[config.mk]
export PLATFORM = sky130hd
export DESIGN_NAME = lvl_irq_ctrl
export DESIGN_NICKNAME = d
export VERILOG_FILES = /design/src/rtl/lvl_irq_pkg.sv /design/src/rtl/lvl_irq_rst_sync.sv /design/src/rtl/lvl_irq_sync.sv /design/src/rtl/lvl_irq_regs.sv /design/src/rtl/lvl_irq_eval.sv /design/src/rtl/lvl_irq_ctrl.sv
export SDC_FILE = /design/constraint.sdc
export NUM_CORES = 1
export LEC_CHECK = 0
export BUFFER_PORTS_ARGS = -buffer_cell sky130_fd_sc_hd__buf_4
export CORE_MARGIN = 2
export CORE_UTILIZATION = 40
export CTS_CLUSTER_DIAMETER = 100
export DETAILED_ROUTE_END_ITERATION = 8
export HOLD_SLACK_MARGIN = 0.08
export PLACE_DENSITY = 0.77
export SYNTH_ARGS = -nofsm -noshare
export SYNTH_HDL_FRONTEND = slang
export SYNTH_SLANG_ARGS = --single-unit
[constraint.sdc]
create_clock -name clk -period 2.8 [get_ports clk]
set_clock_uncertainty 0.1 [all_clocks]
set_input_delay 0.14 -clock clk [delete_from_list [all_inputs] [get_ports clk]]
set_output_delay 0.14 -clock clk [all_outputs]
set_load 0.005 [all_outputs]
[src/rtl/lvl_irq_pkg.sv]
package lvl_irq_pkg;

  localparam int unsigned BUS_W = 32;

  // register word offsets (byte addresses)
  localparam logic [31:0] OFS_DUMMY_A = 32'h0000_0000;
  localparam logic [31:0] OFS_ENABLE  = 32'h0000_0004;
  localparam logic [31:0] OFS_PEND    = 32'h0000_000C;
  localparam logic [31:0] OFS_DUMMY_B = 32'h0000_0014;

  typedef enum logic [1:0] {
    ACC_NONE   = 2'd0,
    ACC_ENABLE = 2'd1,
    ACC_PEND   = 2'd2,
    ACC_DUMMY  = 2'd3
  } acc_e;

  // Unaligned addresses fall to ACC_NONE since only exact word offsets match.
  function automatic acc_e decode_acc(input logic [31:0] addr);
    case (addr)
      OFS_ENABLE:  decode_acc = ACC_ENABLE;
      OFS_PEND:    decode_acc = ACC_PEND;
      OFS_DUMMY_A: decode_acc = ACC_DUMMY;
      OFS_DUMMY_B: decode_acc = ACC_DUMMY;
      default:     decode_acc = ACC_NONE;
    endcase
  endfunction

endpackage

[src/rtl/lvl_irq_rst_sync.sv]
module lvl_irq_rst_sync (
  input  logic clk,
  input  logic arst_n,
  output logic srst_n
);

  logic [1:0] stage_q;
  logic [1:0] stage_d;

  always_comb begin
    stage_d = {stage_q[0], 1'b1};
  end

  always_ff @(posedge clk or negedge arst_n) begin
    if (!arst_n) begin
      stage_q <= 2'b00;
    end else begin
      stage_q <= stage_d;
    end
  end

  assign srst_n = stage_q[1];

endmodule

[src/rtl/lvl_irq_sync.sv]
module lvl_irq_sync #(
  parameter int unsigned WIDTH  = 32,
  parameter int unsigned STAGES = 2
) (
  input  logic             clk,
  input  logic             rst_n,
  input  logic [WIDTH-1:0] din,
  output logic [WIDTH-1:0] dout
);

  localparam int unsigned LAST = STAGES - 1;

  for (genvar i = 0; i < WIDTH; i++) begin : g_bit
    logic [STAGES-1:0] chain_q;
    logic [STAGES-1:0] chain_d;

    always_comb begin
      chain_d = {chain_q[STAGES-2:0], din[i]};
    end

    always_ff @(posedge clk or negedge rst_n) begin
      if (!rst_n) begin
        chain_q <= '0;
      end else begin
        chain_q <= chain_d;
      end
    end

    assign dout[i] = chain_q[LAST];
  end

endmodule

[src/rtl/lvl_irq_regs.sv]
module lvl_irq_regs
  import lvl_irq_pkg::*;
#(
  parameter int unsigned N_IRQ  = 32,
  parameter int unsigned ADDR_W = 8
) (
  input  logic             clk,
  input  logic             rst_n,
  input  logic [ADDR_W-1:0] addr,
  input  logic             we,
  input  logic [BUS_W-1:0] wdata,
  input  logic [N_IRQ-1:0] pend,
  output logic [N_IRQ-1:0] mask,
  output logic [BUS_W-1:0] rdata
);

  acc_e             acc;
  logic             mask_en;
  logic [N_IRQ-1:0] mask_d;
  logic [N_IRQ-1:0] mask_q;

  always_comb begin
    acc     = decode_acc(32'(addr));
    mask_en = we && (acc == ACC_ENABLE);
    mask_d  = wdata[N_IRQ-1:0];
  end

  always_ff @(posedge clk or negedge rst_n) begin
    if (!rst_n) begin
      mask_q <= '0;
    end else if (mask_en) begin
      mask_q <= mask_d;
    end
  end

  always_comb begin
    case (acc)
      ACC_ENABLE: rdata = BUS_W'(mask_q);
      ACC_PEND:   rdata = BUS_W'(pend);
      default:    rdata = '0;
    endcase
  end

  assign mask = mask_q;

endmodule

[src/rtl/lvl_irq_eval.sv]
module lvl_irq_eval #(
  parameter int unsigned N_IRQ = 32
) (
  input  logic             clk,
  input  logic             rst_n,
  input  logic [N_IRQ-1:0] mask,
  input  logic [N_IRQ-1:0] pend,
  output logic             irq
);

  logic irq_d;
  logic irq_q;

  always_comb begin
    irq_d = |(mask & pend);
  end

  always_ff @(posedge clk or negedge rst_n) begin
    if (!rst_n) begin
      irq_q <= 1'b0;
    end else begin
      irq_q <= irq_d;
    end
  end

  assign irq = irq_q;

endmodule

[src/rtl/lvl_irq_ctrl.sv]
module lvl_irq_ctrl
  import lvl_irq_pkg::*;
#(
  parameter int unsigned N_IRQ  = 32,
  parameter int unsigned ADDR_W = 8
) (
  input  logic              clk,
  input  logic              rst_n,
  input  logic [N_IRQ-1:0]  irq_in,
  input  logic [ADDR_W-1:0] bus_addr,
  input  logic              bus_we,
  input  logic [BUS_W-1:0]  bus_wdata,
  output logic [BUS_W-1:0]  bus_rdata,
  output logic              irq_out
);

  localparam int unsigned SYNC_STAGES = 2;

  logic             srst_n;
  logic [N_IRQ-1:0] pend_q;
  logic [N_IRQ-1:0] mask_q;

  lvl_irq_rst_sync u_rst (
    .clk    (clk),
    .arst_n (rst_n),
    .srst_n (srst_n)
  );

  lvl_irq_sync #(
    .WIDTH  (N_IRQ),
    .STAGES (SYNC_STAGES)
  ) u_sync (
    .clk   (clk),
    .rst_n (srst_n),
    .din   (irq_in),
    .dout  (pend_q)
  );

  lvl_irq_regs #(
    .N_IRQ  (N_IRQ),
    .ADDR_W (ADDR_W)
  ) u_regs (
    .clk   (clk),
    .rst_n (srst_n),
    .addr  (bus_addr),
    .we    (bus_we),
    .wdata (bus_wdata),
    .pend  (pend_q),
    .mask  (mask_q),
    .rdata (bus_rdata)
  );

  lvl_irq_eval #(
    .N_IRQ (N_IRQ)
  ) u_eval (
    .clk   (clk),
    .rst_n (srst_n),
    .mask  (mask_q),
    .pend  (pend_q),
    .irq   (irq_out)
  );

endmodule

==> results of run 1 <==
==> layer usage <==
layer	routed length (microns)	global-route usage (%)
met1	3361	21.40
met5	0	0
met4	140	6.838
met3	351	3.794
met2	4382	31.03
==> logic make-up after synthesis <==
logic type               after synthesis  synth area share [%]
AO/OA/AOI/OAI                         50                 10.81
flip-flops                            99                 70.44
buffers and inverters                 14                 1.850
adder cells (fa/ha/maj)                2                0.7114
XOR/XNOR                               1                0.2491
multiplexers                          32                 10.25
AND/OR/NAND/NOR                       45                 5.585
other                                  1                0.1066
==> layout make-up <==
class / count / area share (%)
Clock buffer: 9 / 2.339
Clock inverter: 7 / 1.418
Inverter: 1 / 0.07089
Multi-Input combinational cell: 131 / 18.41
Sequential cell: 99 / 46.86
Tap cell: 108 / 2.552
Timing Repair Buffer: 178 / 28.36
==> critical path: cells and delay by family <==
kind                       cells  cell delay [ns]
buffers and inverters          2             0.30
adders and majority gates      1             1.01
and+or+nand+nor                4             0.93
==> worst paths after layout <==
check | startpoint | endpoint | slack [ns] | depth (start not counted)
setup reg to reg | u_regs.mask[29]$_DFFE_PN0P_ | u_eval.irq$_DFF_PN0_ | 1.28 | 3
hold reg to reg | u_sync.g_bit[20].chain_q[0]$_DFF_PN0_ | u_sync.g_bit[20].chain_q[1]$_DFF_PN0_ | 0.25 | 0
min in group asynchronous | u_rst.stage_q[1]$_DFF_PN0_ | u_sync.g_bit[14].chain_q[0]$_DFF_PN0_ | 0.35 | 0
hold / removal | u_sync.g_bit[20].chain_q[0]$_DFF_PN0_ | u_sync.g_bit[20].chain_q[1]$_DFF_PN0_ | 0.25 | 0
max in group asynchronous | u_rst.stage_q[1]$_DFF_PN0_ | u_sync.g_bit[6].chain_q[0]$_DFF_PN0_ | 1.50 | 1
setup / recovery | bus_addr[7] | bus_rdata[28] | 0.18 | 7
==> flip-flops by register name (all words and copies together), names as in the netlist <==
name,flops
u_regs.mask,32
u_sync.g_bit.chain_q,64
u_rst.stage_q,2
u_eval.irq,1
==> power by group through the flow <==
stage / logic, mW / clock network [mW] / registers, mW
finish: 0.281 / 0.905 / 1.61
global route: 0.306 / 1.00 / 1.63
CTS: 0.283 / 0.933 / 1.61
detailed placement: 0.208 / 0 / 1.64
global placement: 0.203 / 0 / 1.64
floorplan: 0.0881 / 0 / 1.63
==> metrics by stage <==
| step | power, mW | utilization, % | hold slack, ns | cells | worst slack (ns) |
|---|---|---|---|---|---|
| final | 2.798 | 61.32 | 0.2515 | 533 | 0.1758 |
| after global routing | 2.935 | 61.32 | 0.2592 | 533 | 0.04473 |
| after CTS | 2.829 | 61.32 | 0.2505 | 533 | 0.1862 |
| after detailed placement | 1.850 | 51.36 | -0.1749 | 451 | 0.1864 |
| after global placement | 1.838 | 51.36 | -0.1773 | 451 | 0.2626 |
| after floorplan | 1.714 | - | -0.2556 | 244 | 0.7797 |
==> cells in the final DEF, fill, tap and decap left out <==
cell type      Yosys  final
nand4_1            4      4
mux2_2            30     30
o21ai_0            1      1
xnor2_1            1      1
mux2_1             2      2
conb_1             1      1
bufinv_16          0      1
clkbuf_8           0      9
nand2_1            3      3
ha_1               2      2
a22oi_1           46     46
inv_6              0      2
clkinv_2           0      1
a21oi_1            1      1
or4_1              2      2
buf_4              3    112
inv_1              1      1
nor2_1            32     32
dlygate4sd3_1      0     66
a22oi_2            2      2
dfrtp_1           99     98
or3_1              1      1
nor2_2             1      1
and2_1             2      2
dfrtp_4            0      1
clkinvlp_4         0      3
==> run_results.csv, run 1 <==
group,metric,value,unit
place,dpl_cell_area,4436,sq um
clock_network,clock_latency,0.35,ns
yosys,ys_types,21,
yosys,yosysWarnings,0,
critical_path,crit_fanout,32,
grt,grt_pass1_vias,2760,
critical_path,startpoint_type,"primary input",
finish,areaGrowthSynthToFinish,50.55,%
power,clkPwrFrac,32.3,%
floorplanning,die_x,97.77,microns
finish,multi_input_area,974.7,sq um
sta,rsz0062_at_grt,"false",
yosys,synth_common_cells,"99 x dfrtp_1, 46 x a22oi_1, 32 x nor2_1",
floorplanning,placementRows,34,
clock_network,cts_buffer_depth,2,
routing,wl,8236,microns
critical_path,path_class,"primary input to output port",
yosys,synth_area_per_cell,14.41,sq um
floorplanning,start_util,40.73,%
floorplanning,dieHeight,97.77,microns
routing,drt-pass1-iter-count,4,
power,p_per_area,528.5,nW/um^2
yosys,synth-main-ff-cell,"dfrtp_1",
finish,drive_gt1_share,38.12,%
grt,antenna_found_initial,0,
critical_path,arrival,2.38,ns
yosys,ys_ff_latch,99,
power,pwr-share-comb,10.0,%
floorplanning,core-area,8636,sq um
yosys,synth_top_cell_area_share,70.44,%
grt,grt_max_degree,73,
yosys,ys_seq_area_share,70.44,%
critical_path,cpMaxStageDelayCell,"ha_1",
finish,antenna_cells,0,
sta,setup_tns,0,ns
clock_network,htreeDepth,3,
yosys,synth_area,3517,sq um
yosys,synth.most_common_cell,"dfrtp_1",
routing,viasPerCell,4.955,
place,post-dp-hpwl,5103,microns
yosys,netlist_instances,244,
critical_path,crit_top_cell,"buf_4",
finish,seq_area,2481,sq um
clock_network,cts_resized,0,
clock_network,cts_tree,"done",
clock_network,holdBufCountCts,66,
sta,slew_headroom,27.66,%
routing,drc,0,
grt,grt_pass1_wl,13190,microns
min_path,hold_path_class,"flop to flop",
sta,worst_pin_slew,1.085,ns
floorplanning,dieArea,9559,sq um
yosys,synthArstFlopShare,100.0,%
routing,drtIter0Drc,85,
power,leakage,2.411,nW
finish,design_area,5295,sq um
finish,nets,497,
yosys,synth_area_leaders,"dfrtp_1 70%, a22oi_1 9.8%, mux2_2 9.6%, nor2_1 3.4%, clkbuf_1 0.96%",
place,gp_congestion,0.7476,
sta,period_minus_slack,2.624,ns
routing,wl_per_cell,15.45,microns
critical_path,end_kind,"output port",
yosys,synth_area_leader_cell,"dfrtp_1",
power,p_seq_share,57.6,%
job,max_cap_violations,0,
routing,ant_nets,0,
sta,final-setup-viol-count,0,
routing,num_vias,2641,
sta,timing.final.crit_share,93.72,%
clock_network,cts.sinks,99,
power,vdd.ir_drop.worst,0.0003232,V
finish,fillCellCount,659,
run_status,outcome,"finished clean",
power,internal_power,2.146,mW
power,p_sw_share,23.31,%
floorplanning,ioPinCount,108,
yosys,synth_nets,321,
sta,hold_viol,0,
yosys,synth_edf_count,0,
place,port_buffers,107,
sta,fmax,381.1,MHz
critical_path,critPathRequiredTime,2.56,ns
clock_network,clk_pin_slew_worst_paths,0.09,ns
critical_path,cpPeakStageDelay,1.01,ns
critical_path,path_cells,"buf_4 > or4_1 > nor2_2 > nand2_1 > ha_1 > nor2_1 > buf_4",
clock_network,cts-root-buf,"clkbuf_8",
clock_network,post_cts_buffers,0,
grt,grt_util_all_layers,17.67,%
sta,slew_violations,0,
clock_network,cts_made_buffers,9,
grt,grt-ovfl-total,0,
power,p_switching,0.6523,mW
(Power assumes the default switching activity.)
==> inputs of run 2 (changes only) <==
--- a/config.mk
+++ b/config.mk
@@ -6,7 +6,7 @@
 export NUM_CORES = 1
 export LEC_CHECK = 0
 export BUFFER_PORTS_ARGS = -buffer_cell sky130_fd_sc_hd__buf_4
-export CORE_MARGIN = 2
+export CORE_MARGIN = 1
 export CORE_UTILIZATION = 40
 export CTS_CLUSTER_DIAMETER = 100
 export DETAILED_ROUTE_END_ITERATION = 8
==> run_results.csv, run 2 (synthesized netlist as in run 1, its figures left out) <==
group,metric,value,unit
routing,dr_wl_met3,429,microns
routing,wl_per_cell,14.83,microns
finish,nets,499,
power,p_per_area,516.2,nW/um^2
critical_path,crit_path_start,"bus_addr[7]",
clock_network,cts_tree,"done",
grt,grt_max_degree,56,
place,port_buffers,107,
critical_path,critPathRequiredTime,2.56,ns
finish,final_cells,531,
floorplanning,dieHeight,95.77,microns
grt,antenna_found_initial,0,
sta,setup_tns,0,ns
place,post-dp-hpwl,5053,microns
critical_path,r2r-end,"u_eval.irq$_DFF_PN0_",
place,dpl.cell_count,450,
critical_path,reg2reg_from,"u_regs.mask[28]$_DFFE_PN0P_",
floorplanning,placementRows,33,
routing,num_vias,2646,
critical_path,crit_top_cell,"buf_4",
sta,rsz0062_at_grt,"false",
clock_network,holdBufCountCts,66,
critical_path,path_cells,"buf_4 > or4_1 > nor2_2 > and2_1 > ha_1 > buf_4 > a22oi_1 > nor2_1 > buf_4",
clock_network,htreeDepth,3,
clock_network,clk_pin_slew_worst_paths,0.08,ns
finish,largest_reg_flops,64,
finish,fillCellCount,655,
floorplanning,start_util,41.96,%
finish,areaGrowthSynthToFinish,50.91,%
place,gp_congestion,0.7631,
clock_network,cts_buffer_depth,2,
routing,wl_met1,3291,microns
routing,met2RoutedLength,4049,microns
grt,grt-ovfl-total,0,
sta,hold_viol,0,
run_status,outcome,"finished clean",
critical_path,crit_family,"simple AND/OR/NAND/NOR gates",
clock_network,post_cts_buffers,0,
grt,grt_pass1_wl,12410,microns
sta,slew_violations,0,
finish,final_common_cell,"buf_4",
sta,slew_headroom,53.98,%
floorplanning,dieArea,9172,sq um
routing,drt-pass1-iter-count,4,
critical_path,cp_num_cells,9,
critical_path,worst-path-buf-inv,3,
grt,grt_util_all_layers,18.30,%
clock_network,cts-root-buf,"clkbuf_8",
critical_path,arrival,2.00,ns
finish,drive_gt1_share,38.26,%
floorplanning,die_x,95.77,microns
clock_network,clock_latency,0.35,ns
clock_network,cts_resized,0,
sta,final-setup-viol-count,0,
critical_path,cpMaxStageDelayCell,"or4_1",
power,leakage,2.419,nW
sta,period_minus_slack,2.242,ns
critical_path,crit_end,"bus_rdata[31]",
job,max_cap_violations,0,
critical_path,path_class,"primary input to output port",
power,vdd.ir_drop.worst,0.0003383,V
critical_path,r2r_cells,3,
sta,timing.final.crit_share,80.06,%
routing,drtIter0Drc,111,
clock_network,cts_made_buffers,9,
routing,viasPerCell,4.983,
routing,top_layer_used,"met4",
critical_path,end_kind,"output port",
min_path,hold_path_class,"flop to flop",
floorplanning,core-area,8382,sq um
finish,top_register,"u_sync.g_bit.chain_q",
critical_path,crit_fanout,32,
routing,drc,0,
critical_path,startpoint_type,"primary input",
finish,antenna_cells,0,
sta,fmax,446.1,MHz
finish,final_cell_mix,"113 x buf_4, 98 x dfrtp_1, 66 x dlygate4sd3_1, 46 x a22oi_1, 32 x nor2_1",
floorplanning,ioPinCount,108,
routing,ant_nets,0,
sta,worst_pin_slew,0.6903,ns
critical_path,cpPeakStageDelay,0.53,ns
clock_network,cts.sinks,99,
min_path,hold_start,"u_sync.g_bit[11].chain_q[0]$_DFF_PN0_",
critical_path,rrSetupSlack,1.26,ns
grt,grt_pass1_vias,2687,
routing,wl,7877,microns
[run 2: cell type report]
class                   instances  area (sq um)  area share (%)
repair buffers                180          1529           28.81
clock inverters                 3         22.52          0.4243
well taps                     105         131.4           2.475
inverters                       1         3.754         0.07072
flip-flops and latches         99          2481           46.75
clock buffers                  12         165.2           3.112
multi-input cells             131         974.7           18.36
[run 2: stage by stage]
step | setup WS [ns] | utilization, % | hold WS [ns] | power, mW | area, sq um
after floorplan | 0.7797 | - | -0.2556 | 1.714 | 3518
after global placement | 0.5696 | 53.20 | -0.1775 | 1.841 | 4459
after detailed placement | 0.5058 | 53.20 | -0.1769 | 1.854 | 4459
after CTS | 0.5583 | 63.32 | 0.2533 | 2.775 | 5308
after global routing | 0.3969 | 63.32 | 0.2559 | 2.864 | 5308
final | 0.5582 | 63.32 | 0.2517 | 2.740 | 5308
[run 2: worst register-to-register path, cell delays in order, from the launching register on]
cell and delay (ns):
dfrtp_1 0.40, a22oi_1 0.25, nand4_1 0.15, or4_1 0.51
[run 2: worst min-delay path by stage]
stage	slack, ns	end	cells past startpoint
2_1_floorplan	-0.26	u_rst.stage_q[0]$_DFF_PN0_	0
4_1_cts	0.25	u_sync.g_bit[11].chain_q[1]$_DFF_PN0_	0
6_report	0.25	u_sync.g_bit[11].chain_q[1]$_DFF_PN0_	0
5_1_grt	0.26	u_sync.g_bit[6].chain_q[1]$_DFF_PN0_	0
3_5_place_dp	-0.18	u_rst.stage_q[0]$_DFF_PN0_	1
3_3_place_gp	-0.18	u_rst.stage_q[0]$_DFF_PN0_	1
[run 2: power breakdown]
| part | total (mW) | switching (mW) | leakage (nW) | internal (mW) |
|---|---|---|---|---|
| Combinational | 0.287 | 0.0893 | 1.12 | 0.197 |
| Sequential | 1.61 | 0.0757 | 1.21 | 1.53 |
| Clock | 0.844 | 0.453 | 0.0867 | 0.391 |
[run 2: per-layer routing]
metal / up-vias / GRT usage (%)
met3: 13 / 4.976
met1: 1323 / 22.53
met2: 87 / 31.49
met5: - / 0
li1: 1223 / -
met4: 0 / 5.597
==> inputs of run 3 (changes only) <==
--- a/config.mk
+++ b/config.mk
@@ -11,7 +11,7 @@
 export CTS_CLUSTER_DIAMETER = 100
 export DETAILED_ROUTE_END_ITERATION = 8
 export HOLD_SLACK_MARGIN = 0.08
-export PLACE_DENSITY = 0.77
+export PLACE_DENSITY = 0.75
 export SYNTH_ARGS = -nofsm -noshare
 export SYNTH_HDL_FRONTEND = slang
 export SYNTH_SLANG_ARGS = --single-unit
==> constraint.sdc (replaced) <==
create_clock -name clk -period 2.2 [get_ports clk]
set_clock_uncertainty 0.1 [all_clocks]
set_input_delay 0.11 -clock clk [delete_from_list [all_inputs] [get_ports clk]]
set_output_delay 0.11 -clock clk [all_outputs]
set_load 0.005 [all_outputs]
==> run_results.csv, run 3 (synthesized netlist as in run 1, its figures left out) <==
group,metric,value,unit
sta,period_minus_slack,2.061,ns
critical_path,reg2reg_from,"u_regs.mask[13]$_DFFE_PN0P_",
clock_network,cts_buffer_depth,2,
floorplanning,die_x,95.77,microns
routing,wl_per_cell,15.14,microns
routing,ant_nets,0,
finish,final_common_cell,"buf_4",
min_path,hold_path_class,"flop to asynchronous set/reset pin",
clock_network,cts_tree,"done",
floorplanning,placementRows,33,
finish,largest_reg_flops,64,
finish,antenna_cells,0,
routing,viasPerCell,4.963,
floorplanning,ioPinCount,108,
critical_path,startpoint_type,"primary input",
power,clkPwrFrac,30.4,%
power,p_seq_share,58.6,%
power,internal_power,2.675,mW
sta,hold_viol,0,
power,vdd.ir_drop.worst,0.0004232,V
place,port_buffers,107,
finish,fillCellCount,629,
finish,final_cell_mix,"112 x buf_4, 98 x dfrtp_1, 66 x dlygate4sd3_1, 46 x a22oi_1, 32 x nor2_1",
sta,final-setup-viol-count,0,
power,leakage,2.445,nW
sta,rsz0062_at_grt,"false",
clock_network,clock_latency,0.36,ns
critical_path,arrival,1.85,ns
floorplanning,dieArea,9172,sq um
power,p_sw_share,22.96,%
grt,antenna_found_initial,0,
power,p_switching,0.7973,mW
floorplanning,core-area,8382,sq um
critical_path,end_kind,"output port",
finish,top_register,"u_sync.g_bit.chain_q",
critical_path,rrSetupSlack,0.67,ns
sta,slew_violations,0,
clock_network,cts_resized,0,
sta,hold_slack,0.07445,ns
sta,fmax,485.2,MHz
clock_network,post_cts_buffers,0,
clock_network,cts.sinks,99,
clock_network,cts_made_buffers,9,
clock_network,holdBufCountCts,66,
finish,drive_gt1_share,38.46,%
grt,grt_pass1_wl,12700,microns
clock_network,clk_pin_slew_worst_paths,0.09,ns
sta,setup_tns,0,ns
finish,areaGrowthSynthToFinish,52.19,%
routing,wl,8086,microns
place,gp_congestion,0.6901,
routing,num_vias,2650,
floorplanning,start_util,41.96,%
sta,timing.final.crit_share,93.68,%
power,pwr-share-comb,11.0,%
grt,grt-ovfl-total,0,
job,max_cap_violations,0,
critical_path,crit_fanout,32,
grt,grt_max_degree,61,
finish,nets,501,
clock_network,cts-root-buf,"clkbuf_8",
grt,grt_util_all_layers,18.86,%
critical_path,path_class,"primary input to output port",
floorplanning,dieHeight,95.77,microns
routing,drc,0,
clock_network,htreeDepth,3,
routing,drt-pass1-iter-count,4,
critical_path,r2r-end,"u_eval.irq$_DFF_PN0_",
power,p_per_area,648.6,nW/um^2
place,post-dp-hpwl,5309,microns
grt,grt_pass1_vias,2669,
routing,drtIter0Drc,64,
critical_path,r2r_cells,3,
run_status,outcome,"finished clean",
critical_path,critPathRequiredTime,1.99,ns
run 3: worst max-delay path, cell delays in order:
cell     delay (ns)
buf_4          0.10
or4_1          0.53
nor2_2         0.14
and2_1         0.15
ha_1           0.20
buf_12         0.21
a22oi_1        0.11
nor2_1         0.14
buf_4          0.13
run 3: how the worst max path moves through the flow:
stage,startpoint,end,slack (ns)
finish,bus_addr[7],bus_rdata[31],0.14
global route,bus_addr[7],bus_rdata[24],0.02
CTS,bus_addr[7],bus_rdata[31],0.14
detailed placement,bus_addr[7],u_regs.mask[24]$_DFFE_PN0P_,0.09
global placement,bus_addr[7],u_regs.mask[26]$_DFFE_PN0P_,0.12
floorplan,bus_addr[7],u_regs.mask[10]$_DFFE_PN0P_,0.21
run 3: per-layer routing:
layer	GRT usage [%]	part of all wire, %	vias up
li1	-	-	1228
met1	23.34	42	1318
met2	32.50	51	97
met3	5.213	5.6	7
met4	5.224	0.94	0
met5	0	0	-
run 3: final cells by class:
type                       instances  area, sq um  share of cell area (%)
clock buffer                      12        155.1                   2.899
tap                              105        131.4                   2.454
timing repair buffer             182         1582                   29.55
sequential                        99         2481                   46.35
multi-input combinational        131        974.7                   18.21
inverter                           1        3.754                 0.07013
clock inverter                     4        25.02                  0.4675
run 3: through the flow:
step	area (sq um)	utilization, %	instances	power [mW]	setup slack, ns
6_report	5353	63.86	534	3.472	0.1389
5_1_grt	5353	63.86	534	3.633	0.02150
4_1_cts	5353	63.86	534	3.508	0.1391
3_5_place_dp	4512	53.83	452	2.364	0.08893
3_3_place_gp	4512	53.83	452	2.347	0.1208
2_1_floorplan	3518	-	244	2.181	0.2097
run 3: power groups by stage:
stage	sequential (mW)	clock [mW]	combinational (mW)
final	2.04	1.06	0.380
after global routing	2.05	1.16	0.417
after CTS	2.04	1.09	0.385
after detailed placement	2.07	0	0.291
after global placement	2.06	0	0.283
after floorplan	2.07	0	0.112
